[src/rtl/adc_pwr_pkg.sv]
package adc_pwr_pkg;

    typedef enum logic [2:0] {
        ST_ACQ,
        ST_CNV,
        ST_NAP,
        ST_WAKE,
        ST_PD,
        ST_PWRUP
    } pwr_state_e;

endpackage

[src/rtl/adc_pwr_edge.sv]
module adc_pwr_edge #(
    parameter logic IDLE_LVL = 1'b0
) (
    input  logic clk_i,
    input  logic rst_i,
    input  logic sig_i,
    output logic rise_o,
    output logic fall_o
);
    logic prev_q;

    always_ff @(posedge clk_i) begin
        if (rst_i) begin
            prev_q <= IDLE_LVL;
        end else begin
            prev_q <= sig_i;
        end
    end

    assign rise_o = sig_i & ~prev_q;
    assign fall_o = ~sig_i & prev_q;
endmodule

[src/rtl/adc_pwr_cfg.sv]
module adc_pwr_cfg #(
    parameter int unsigned        ADDR_W    = 12,
    parameter int unsigned        DATA_W    = 8,
    parameter logic [ADDR_W-1:0]  CTRL_ADDR = 'h010,
    parameter logic [ADDR_W-1:0]  KEY_ADDR  = 'h011,
    parameter logic [DATA_W-1:0]  KEY_VAL   = 'h69,
    parameter int unsigned        PDWN_BIT  = 0,
    parameter int unsigned        NAP_BIT   = 1
) (
    input  logic              clk_i,
    input  logic              rst_i,
    input  logic              wr_en_i,
    input  logic [ADDR_W-1:0] wr_addr_i,
    input  logic [DATA_W-1:0] wr_data_i,
    output logic              nap_en_o,
    output logic              pdwn_o
);
    logic unlock_q;
    logic key_hit;
    logic ctrl_hit;

    assign key_hit  = (wr_addr_i == KEY_ADDR) && (wr_data_i == KEY_VAL);
    assign ctrl_hit = (wr_addr_i == CTRL_ADDR) && unlock_q;

    always_ff @(posedge clk_i) begin
        if (rst_i) begin
            unlock_q <= 1'b0;
            nap_en_o <= 1'b0;
            pdwn_o   <= 1'b0;
        end else if (wr_en_i) begin
            // every write consumes the unlock; only the key write re-arms it
            unlock_q <= key_hit;
            if (ctrl_hit) begin
                pdwn_o   <= wr_data_i[PDWN_BIT];
                nap_en_o <= wr_data_i[NAP_BIT];
            end
        end
    end
endmodule

[src/rtl/adc_pwr_timer.sv]
module adc_pwr_timer #(
    parameter int unsigned CNT_W = 4
) (
    input  logic             clk_i,
    input  logic             rst_i,
    input  logic             load_i,
    input  logic [CNT_W-1:0] load_val_i,
    input  logic             run_i,
    output logic             done_o
);
    logic [CNT_W-1:0] cnt_q;

    always_ff @(posedge clk_i) begin
        if (rst_i) begin
            cnt_q <= '0;
        end else if (load_i) begin
            cnt_q <= load_val_i;
        end else if (run_i && (cnt_q != '0)) begin
            cnt_q <= cnt_q - 1'b1;
        end
    end

    assign done_o = (cnt_q == '0);
endmodule

[src/rtl/adc_pwr_seq.sv]
module adc_pwr_seq
    import adc_pwr_pkg::*;
#(
    parameter int unsigned ADDR_W       = 12,
    parameter int unsigned DATA_W       = 8,
    parameter int unsigned NAP_WAKE_CYC = 4,
    parameter int unsigned PWRUP_CYC    = 8
) (
    input  logic              clk_i,
    input  logic              rst_i,
    input  logic              convst_i,
    input  logic              cs_n_i,
    input  logic              eoc_i,
    input  logic              wr_en_i,
    input  logic [ADDR_W-1:0] wr_addr_i,
    input  logic [DATA_W-1:0] wr_data_i,
    output logic              ana_core_en_o,
    output logic              ana_aux_en_o,
    output logic              ready_o,
    output logic              wake_busy_o,
    output logic              pwrup_busy_o,
    output logic              req_err_o
);
    localparam int unsigned WAIT_MAX = (NAP_WAKE_CYC > PWRUP_CYC) ? NAP_WAKE_CYC : PWRUP_CYC;
    localparam int unsigned CNT_W    = $clog2(WAIT_MAX + 1);
    localparam logic [CNT_W-1:0] WAKE_LOAD  = CNT_W'(NAP_WAKE_CYC - 1);
    localparam logic [CNT_W-1:0] PWRUP_LOAD = CNT_W'(PWRUP_CYC - 1);

    pwr_state_e       st_q, st_nxt;
    logic             cv_rise, cv_fall;
    logic             cs_rise, cs_fall;
    logic             nap_en, pdwn;
    logic             tmr_load, tmr_run, tmr_done;
    logic [CNT_W-1:0] tmr_val;
    logic             err_set;
    logic             err_q;

    adc_pwr_edge #(.IDLE_LVL(1'b0)) i_cv_edge (
        .clk_i  (clk_i),
        .rst_i  (rst_i),
        .sig_i  (convst_i),
        .rise_o (cv_rise),
        .fall_o (cv_fall)
    );

    adc_pwr_edge #(.IDLE_LVL(1'b1)) i_cs_edge (
        .clk_i  (clk_i),
        .rst_i  (rst_i),
        .sig_i  (cs_n_i),
        .rise_o (cs_rise),
        .fall_o (cs_fall)
    );

    adc_pwr_cfg #(
        .ADDR_W (ADDR_W),
        .DATA_W (DATA_W)
    ) i_cfg (
        .clk_i     (clk_i),
        .rst_i     (rst_i),
        .wr_en_i   (wr_en_i),
        .wr_addr_i (wr_addr_i),
        .wr_data_i (wr_data_i),
        .nap_en_o  (nap_en),
        .pdwn_o    (pdwn)
    );

    adc_pwr_timer #(.CNT_W(CNT_W)) i_tmr (
        .clk_i      (clk_i),
        .rst_i      (rst_i),
        .load_i     (tmr_load),
        .load_val_i (tmr_val),
        .run_i      (tmr_run),
        .done_o     (tmr_done)
    );

    // next-state logic
    always_comb begin
        st_nxt   = st_q;
        tmr_load = 1'b0;
        tmr_val  = '0;
        err_set  = 1'b0;
        unique case (st_q)
            ST_ACQ: begin
                if (pdwn && cs_rise) begin
                    st_nxt = ST_PD;
                end else if (cv_rise) begin
                    st_nxt = ST_CNV;
                end
            end
            ST_CNV: begin
                if (eoc_i) begin
                    st_nxt = (nap_en && convst_i) ? ST_NAP : ST_ACQ;
                end
            end
            ST_NAP: begin
                if (cv_fall) begin
                    st_nxt   = ST_WAKE;
                    tmr_load = 1'b1;
                    tmr_val  = WAKE_LOAD;
                end
            end
            ST_WAKE: begin
                err_set = cv_rise;
                if (tmr_done) begin
                    st_nxt = ST_ACQ;
                end
            end
            ST_PD: begin
                if (!pdwn) begin
                    st_nxt   = ST_PWRUP;
                    tmr_load = 1'b1;
                    tmr_val  = PWRUP_LOAD;
                end
            end
            ST_PWRUP: begin
                err_set = cv_rise;
                if (tmr_done) begin
                    st_nxt = ST_ACQ;
                end
            end
            default: st_nxt = ST_ACQ;
        endcase
    end

    assign tmr_run = (st_q == ST_WAKE) || (st_q == ST_PWRUP);

    // state register
    always_ff @(posedge clk_i) begin
        if (rst_i) begin
            st_q  <= ST_ACQ;
            err_q <= 1'b0;
        end else begin
            st_q  <= st_nxt;
            err_q <= err_q | err_set;
        end
    end

    // output decode
    always_comb begin
        ana_core_en_o = 1'b1;
        ana_aux_en_o  = 1'b1;
        ready_o       = 1'b1;
        wake_busy_o   = 1'b0;
        pwrup_busy_o  = 1'b0;
        unique case (st_q)
            ST_ACQ:   ;
            ST_CNV:   ready_o = 1'b0;
            ST_NAP:   ana_aux_en_o = 1'b0;
            ST_WAKE:  wake_busy_o = 1'b1;
            ST_PD: begin
                ana_core_en_o = 1'b0;
                ana_aux_en_o  = 1'b0;
            end
            ST_PWRUP: pwrup_busy_o = 1'b1;
            default:  ;
        endcase
    end

    assign req_err_o = err_q;

    logic unused_ok;
    assign unused_ok = cs_fall;
endmodule

[config.mk]
export PLATFORM = sky130hd
export DESIGN_NAME = adc_pwr_seq
export DESIGN_NICKNAME = d
export VERILOG_FILES = /design/src/rtl/adc_pwr_pkg.sv /design/src/rtl/adc_pwr_edge.sv /design/src/rtl/adc_pwr_cfg.sv /design/src/rtl/adc_pwr_timer.sv /design/src/rtl/adc_pwr_seq.sv
export SDC_FILE = /design/constraint.sdc
export NUM_CORES = 1
export LEC_CHECK = 0
export ABC_AREA = 1
export BUFFER_PORTS_ARGS = -buffer_cell sky130_fd_sc_hd__buf_2
export CELL_PAD_IN_SITES_DETAIL_PLACEMENT = 2
export CELL_PAD_IN_SITES_GLOBAL_PLACEMENT = 2
export CORE_MARGIN = 3
export CORE_UTILIZATION = 24
export CTS_CLUSTER_DIAMETER = 100
export DETAILED_ROUTE_END_ITERATION = 8
export GPL_ROUTABILITY_DRIVEN = 1
export HOLD_SLACK_MARGIN = 0.05
export PLACE_DENSITY = 0.78
export SYNTH_ARGS = -nofsm -noshare
export SYNTH_HDL_FRONTEND = slang
export SYNTH_SLANG_ARGS = --single-unit
[constraint.sdc]
create_clock -name clk_i -period 1.5 [get_ports clk_i]
set_input_delay 0.3 -clock clk_i [delete_from_list [all_inputs] [get_ports clk_i]]
set_output_delay 0.3 -clock clk_i [all_outputs]
set_load 0.03 [all_outputs]
Word level (Yosys, flattened, before mapping)

Index checks and enable logic that the tools add are counted.
W data, S select, Z words.

Reductions and logical operators: 14
$mul: 0
Bitwise operators: 7
Shifts and indexed selects: 0
Order comparisons: 0
Add/sub/neg operators: 1
Eq/ne operators: 13
Muxes and demuxes: 22
Div/mod/pow operators: 0

Operators with widths:

| operator              | number |
|---|---|
| $eq A12 B5 Y1 const B | 2 |
| $mux W3               | 7 |
| $pmux W3 S5           | 1 |
| $eq A8 B7 Y1 const B  | 1 |
| $mux W1               | 8 |
| $mux W4               | 2 |
| $eq A3 B2 Y1 const B  | 2 |
| $eq A3 B3 Y1 const B  | 2 |
| $ne A2 B2 Y1 const B  | 3 |
| $pmux W3 S2           | 1 |
| $logic_and A1 B1 Y1   | 5 |
| $reduce_and A5 Y1     | 1 |
| $logic_not A4 Y1      | 1 |
| $mux W2               | 2 |
| $reduce_bool A4 Y1    | 1 |
| $reduce_or A2 Y1      | 2 |
| $sub A4 B1 Y4 const B | 1 |
| $and A1 B1 Y1         | 3 |
| $eq A3 B1 Y1 const B  | 1 |
| $logic_not A3 Y1      | 1 |
| $ne A3 B3 Y1 const B  | 1 |
| $not A1 Y1            | 3 |
| $ne A2 B1 Y1 const B  | 1 |
| $pmux W1 S2           | 1 |
| 4 further kinds       | 4 |

Register bits: 13
Memory bits (read-only): 0
Input bits: 26
RAM bits: 0
Memories kept: 0
Word-level logic and storage cells: 65
Latch bits: 0

Logic depth before layout (Yosys ltp)

Depth after elaboration: 5
Mapped depth: 10

Cells and area by module

A second synthesis with hierarchy kept.

Cells, all modules: 165
Area, all modules: 987.2 um^2

By module, submodules not included:

| module                    | cells each | times used | area each (um^2) |
|---|---|---|---|
| adc_pwr_seq               | 60         | 1          | 354.1 |
| adc_pwr_cfg               | 51         | 1          | 277.8 |
| adc_pwr_timer             | 41         | 1          | 274.0 |
| adc_pwr_edge at i_cs_edge | 7          | 1          | 42.5 |
| adc_pwr_edge at i_cv_edge | 6          | 1          | 38.8 |

Worst setup path before layout

Ideal clock, no wire load.

Path type: reg2reg
Start point: reg st_q[0]
End point: reg st_q[0]
Clock period less this slack: 1482 ps
Setup time: 113 ps
Path slack: 18 ps
Arrival: 1369 ps
Data required time: 1387 ps
Stages on the path, launching flop included: 10
Path through: dfxtp_1 > buf_2 > nor2_2 > inv_1 > nor2_1 > nor2_1 > o21a_1 > nand2_1 > nand2_1 > nor2_1

Cells in the longest elaborated chain, start to end: 4
Elaborated cells between the ends (all ways): 14
Those cells by class: eq/ne: 10; mux: 1; reduce/logical: 3

RTL lines:

| what                                                | line               | text |
|---|---|---|
| from (decl)                                         | adc_pwr_seq.sv:29  | `pwr_state_e st_q, st_nxt;` |
| from (signal assigned)                              | adc_pwr_seq.sv:133 | `st_q <= st_nxt;` |
| $eq A3 B2 Y1 / $eq A3 B3 Y1 (equally long branches) | adc_pwr_seq.sv:82  | `unique case (st_q)` |
| $reduce_or A2 Y1 (no line)                          | --                 |  |
| $ne A2 B1 Y1 (no line)                              | --                 |  |
| $reduce_and A5 Y1 (no line)                         | --                 |  |

Several ways; a longest one is shown, not always the timed one.
A chain may end at the register's enable or synchronous reset.

Final worst setup path

Start point: reg st_q[0]
End point: out wake_busy_o

Cells in the longest elaborated chain, start to end: 2

RTL lines:

| what         | line               | text |
|---|---|---|
| $eq A3 B2 Y1 | adc_pwr_seq.sv:145 | `unique case (st_q)` |
| $mux W1      | adc_pwr_seq.sv:145 |  |
| to (decl)    | adc_pwr_seq.sv:20  | `output logic wake_busy_o,` |

Every way passes these cells.

==> impl_metrics.ini <==
[clock_tree]
clk_latency_ps = 280
cts.sink_count = 13
h-tree-depth = 1
cts-root-to-sink-buffers = 2
cts_tree = done
clockRootBuffer = clkbuf_4
cts_buffers = 3
path_clk_slew_ps = 70

[sta]
rsz0062_at_grt = yes
layout_setup_ws_ps = 31.9
relSlewSlack = 0.759
finalCritPeriodShare = 0.979
hold_viol = 0
tightestPinTransition_ps = 358
drv_slew = 0
holdWs_ps = 234
setup_viol = 0
post-route-min-period_ps = 1470
fmax_mhz = 681
skew_ps = 8.13

[logic_synthesis]
synth-async-reset-ratio = 0
synth-main-ff-cell = dfxtp_1
syn-cell-area_um2 = 827
synth-seq-cells = 13
yosysMostFrequentCell = nand2_1
netlist.area_leader.share = 0.315
synth_edf_count = 0
yosysTopAreaCell = dfxtp_1
synth_commonest_cells = nand2_1 (26), nor2_1 (22), inv_1 (20)
avgSynthCellArea_um2 = 6.51
synth.distinct_cells = 25
syn_nets = 154
syn_inst = 127
synth_area_leaders = dfxtp_1 (31%), nand2_1 (12%), nor2_1 (10%), inv_1 (9.1%), nand2_4 (4.1%)
yosysWarningCount = 0
yosysSeqAreaShare = 0.315

[route]
initialDrtViolationCount = 21
wl_mm = 2.94
vias = 974
firstDrtPassIters = 4
vias_per_cell = 4.55
wl_per_cell_um = 13.7
postRouteAntennaNets = 0
drcViolationCount = 0

[die]
io_pins = 32
rows = 20
die_height_um = 64.7
core-area_mm2 = 0.00318
start_util = 0.260
die_w_um = 64.7
die-area_mm2 = 0.00419

[global_route]
grt_pass1_vias = 1096
antenna_found_initial = 0
grt_overflow = 0
grt_usage = 0.150
grt_max_degree = 9
grt_pass1_wl_mm = 4.95

[status]
status = complete, no violations

[worst_setup_path]
end_kind = output port
reg2reg_slack_ps = 140
critPathLaunchType = flop
critPathKind = flop to output port
worst-path-max-fanout = 6
r2r_start = i_tmr.cnt_q[0]
critPathArrivalTime_ps = 1170
crit_start = st_q[0]
worstPathRequired_ps = 1200

[worst_hold_path]
hold_path.class = primary input to flop
worstHoldStart = cs_n_i

[power]
power.density_mw_per_mm2 = 1260
p_leak_nw = 0.614
vdd_drop_max_mv = 0.314

[placed_design]
port_buffers = 31
place_congestion = 0.820
dp_slack_ps = 104
dp_hpwl_mm = 2.38

[finish]
synthToLayoutAreaGrowth_pct = 45.8
drive_gt1_frac = 0.406
final_nets = 198
fillerInstances = 404
diodes = 0
post-route-util = 0.380

[job]
max_cap_violations = 0
report_power, final:
| part | switching (mW) | internal, mW | leakage, nW |
|---|---|---|---|
| Clock | 0.119 | 0.103 | 0.0150 |
| Sequential | 0.0764 | 0.398 | 0.108 |
| Combinational | 0.463 | 0.357 | 0.491 |
| Total | 0.659 | 0.858 | 0.614 |
layout by cell type (no fill, tap or decap), types with 5 or more instances in the layout:
master and count:
dfxtp_1 10, buf_6 5, buf_2 26, nand3_1 6, nor2_1 20, inv_1 16, buf_4 9, nand2_1 26
inv_2 7
final cells by class:
type	count	area [um2]	share of cell area
timing repair buffer	40	254	0.211
clock buffer	4	26.3	0.0218
inverter	24	92.6	0.0768
multi-input combinational	89	507	0.420
tap	44	55.1	0.0456
sequential	13	272	0.225
flip-flops by register name (all words and copies together), names as in the netlist:
signal,cells
i_cfg.pdwn_o,1
i_cfg.unlock_q,1
i_tmr.cnt_q,4
i_cv_edge.prev_q,1
i_cs_edge.prev_q,1
req_err_o,1
i_cfg.nap_en_o,1
st_q,3
what timing repair did:
item	in CTS	in global routing
cloned	0	0
pin swaps	3	2
buffers inserted	5	4
hold buffers	0	0
gates resized for setup	15	17
endpoints found under the setup margin	5	7
metrics by stage:
| stage | total power, mW | instance area [um2] | TNS, ps | std cells |
|---|---|---|---|---|
| final | 1.52 | 1210 | 0 | 214 |
| after CTS | 1.46 | 1140 | 0 | 210 |
| after floorplan | 0.911 | 827 | 0 | 127 |
| after global placement | 1.05 | 1030 | 0 | 201 |
| after detailed placement | 1.07 | 1030 | 0 | 201 |
| after global routing | 1.65 | 1210 | -83.4 | 214 |
critical path, cell delays in order, from the launching register on:
cell and delay, ps:
dfxtp_4 410, buf_4 130, nand3_2 110, inv_1 100, buf_6 140
final timing paths:
path / end / depth (start not counted)
worst max-delay path: wake_busy_o / 4
worst max register to register: st_q[0] / 9
worst min-delay path: i_cs_edge.prev_q / 2
worst min register to register: i_cfg.unlock_q / 2
layer usage:
metal  GRT usage  routed length [um]  vias up
met5           0                   0        -
met4      0.0317                   0        0
met3      0.0243                 137        0
met2       0.290                1610       30
met1       0.169                1200      458
li1            -                   -      486
cells by family after synthesis:
group | synth area share
buffers and inverters | 0.115
AND/OR/NAND/NOR | 0.477
flip-flops | 0.315
AO/OA/AOI/OAI | 0.0681
XOR/XNOR | 0.0106
adder cells (fa/ha/maj) | 0.0151
No activity file was read; power rests on OpenSTA's default activity.
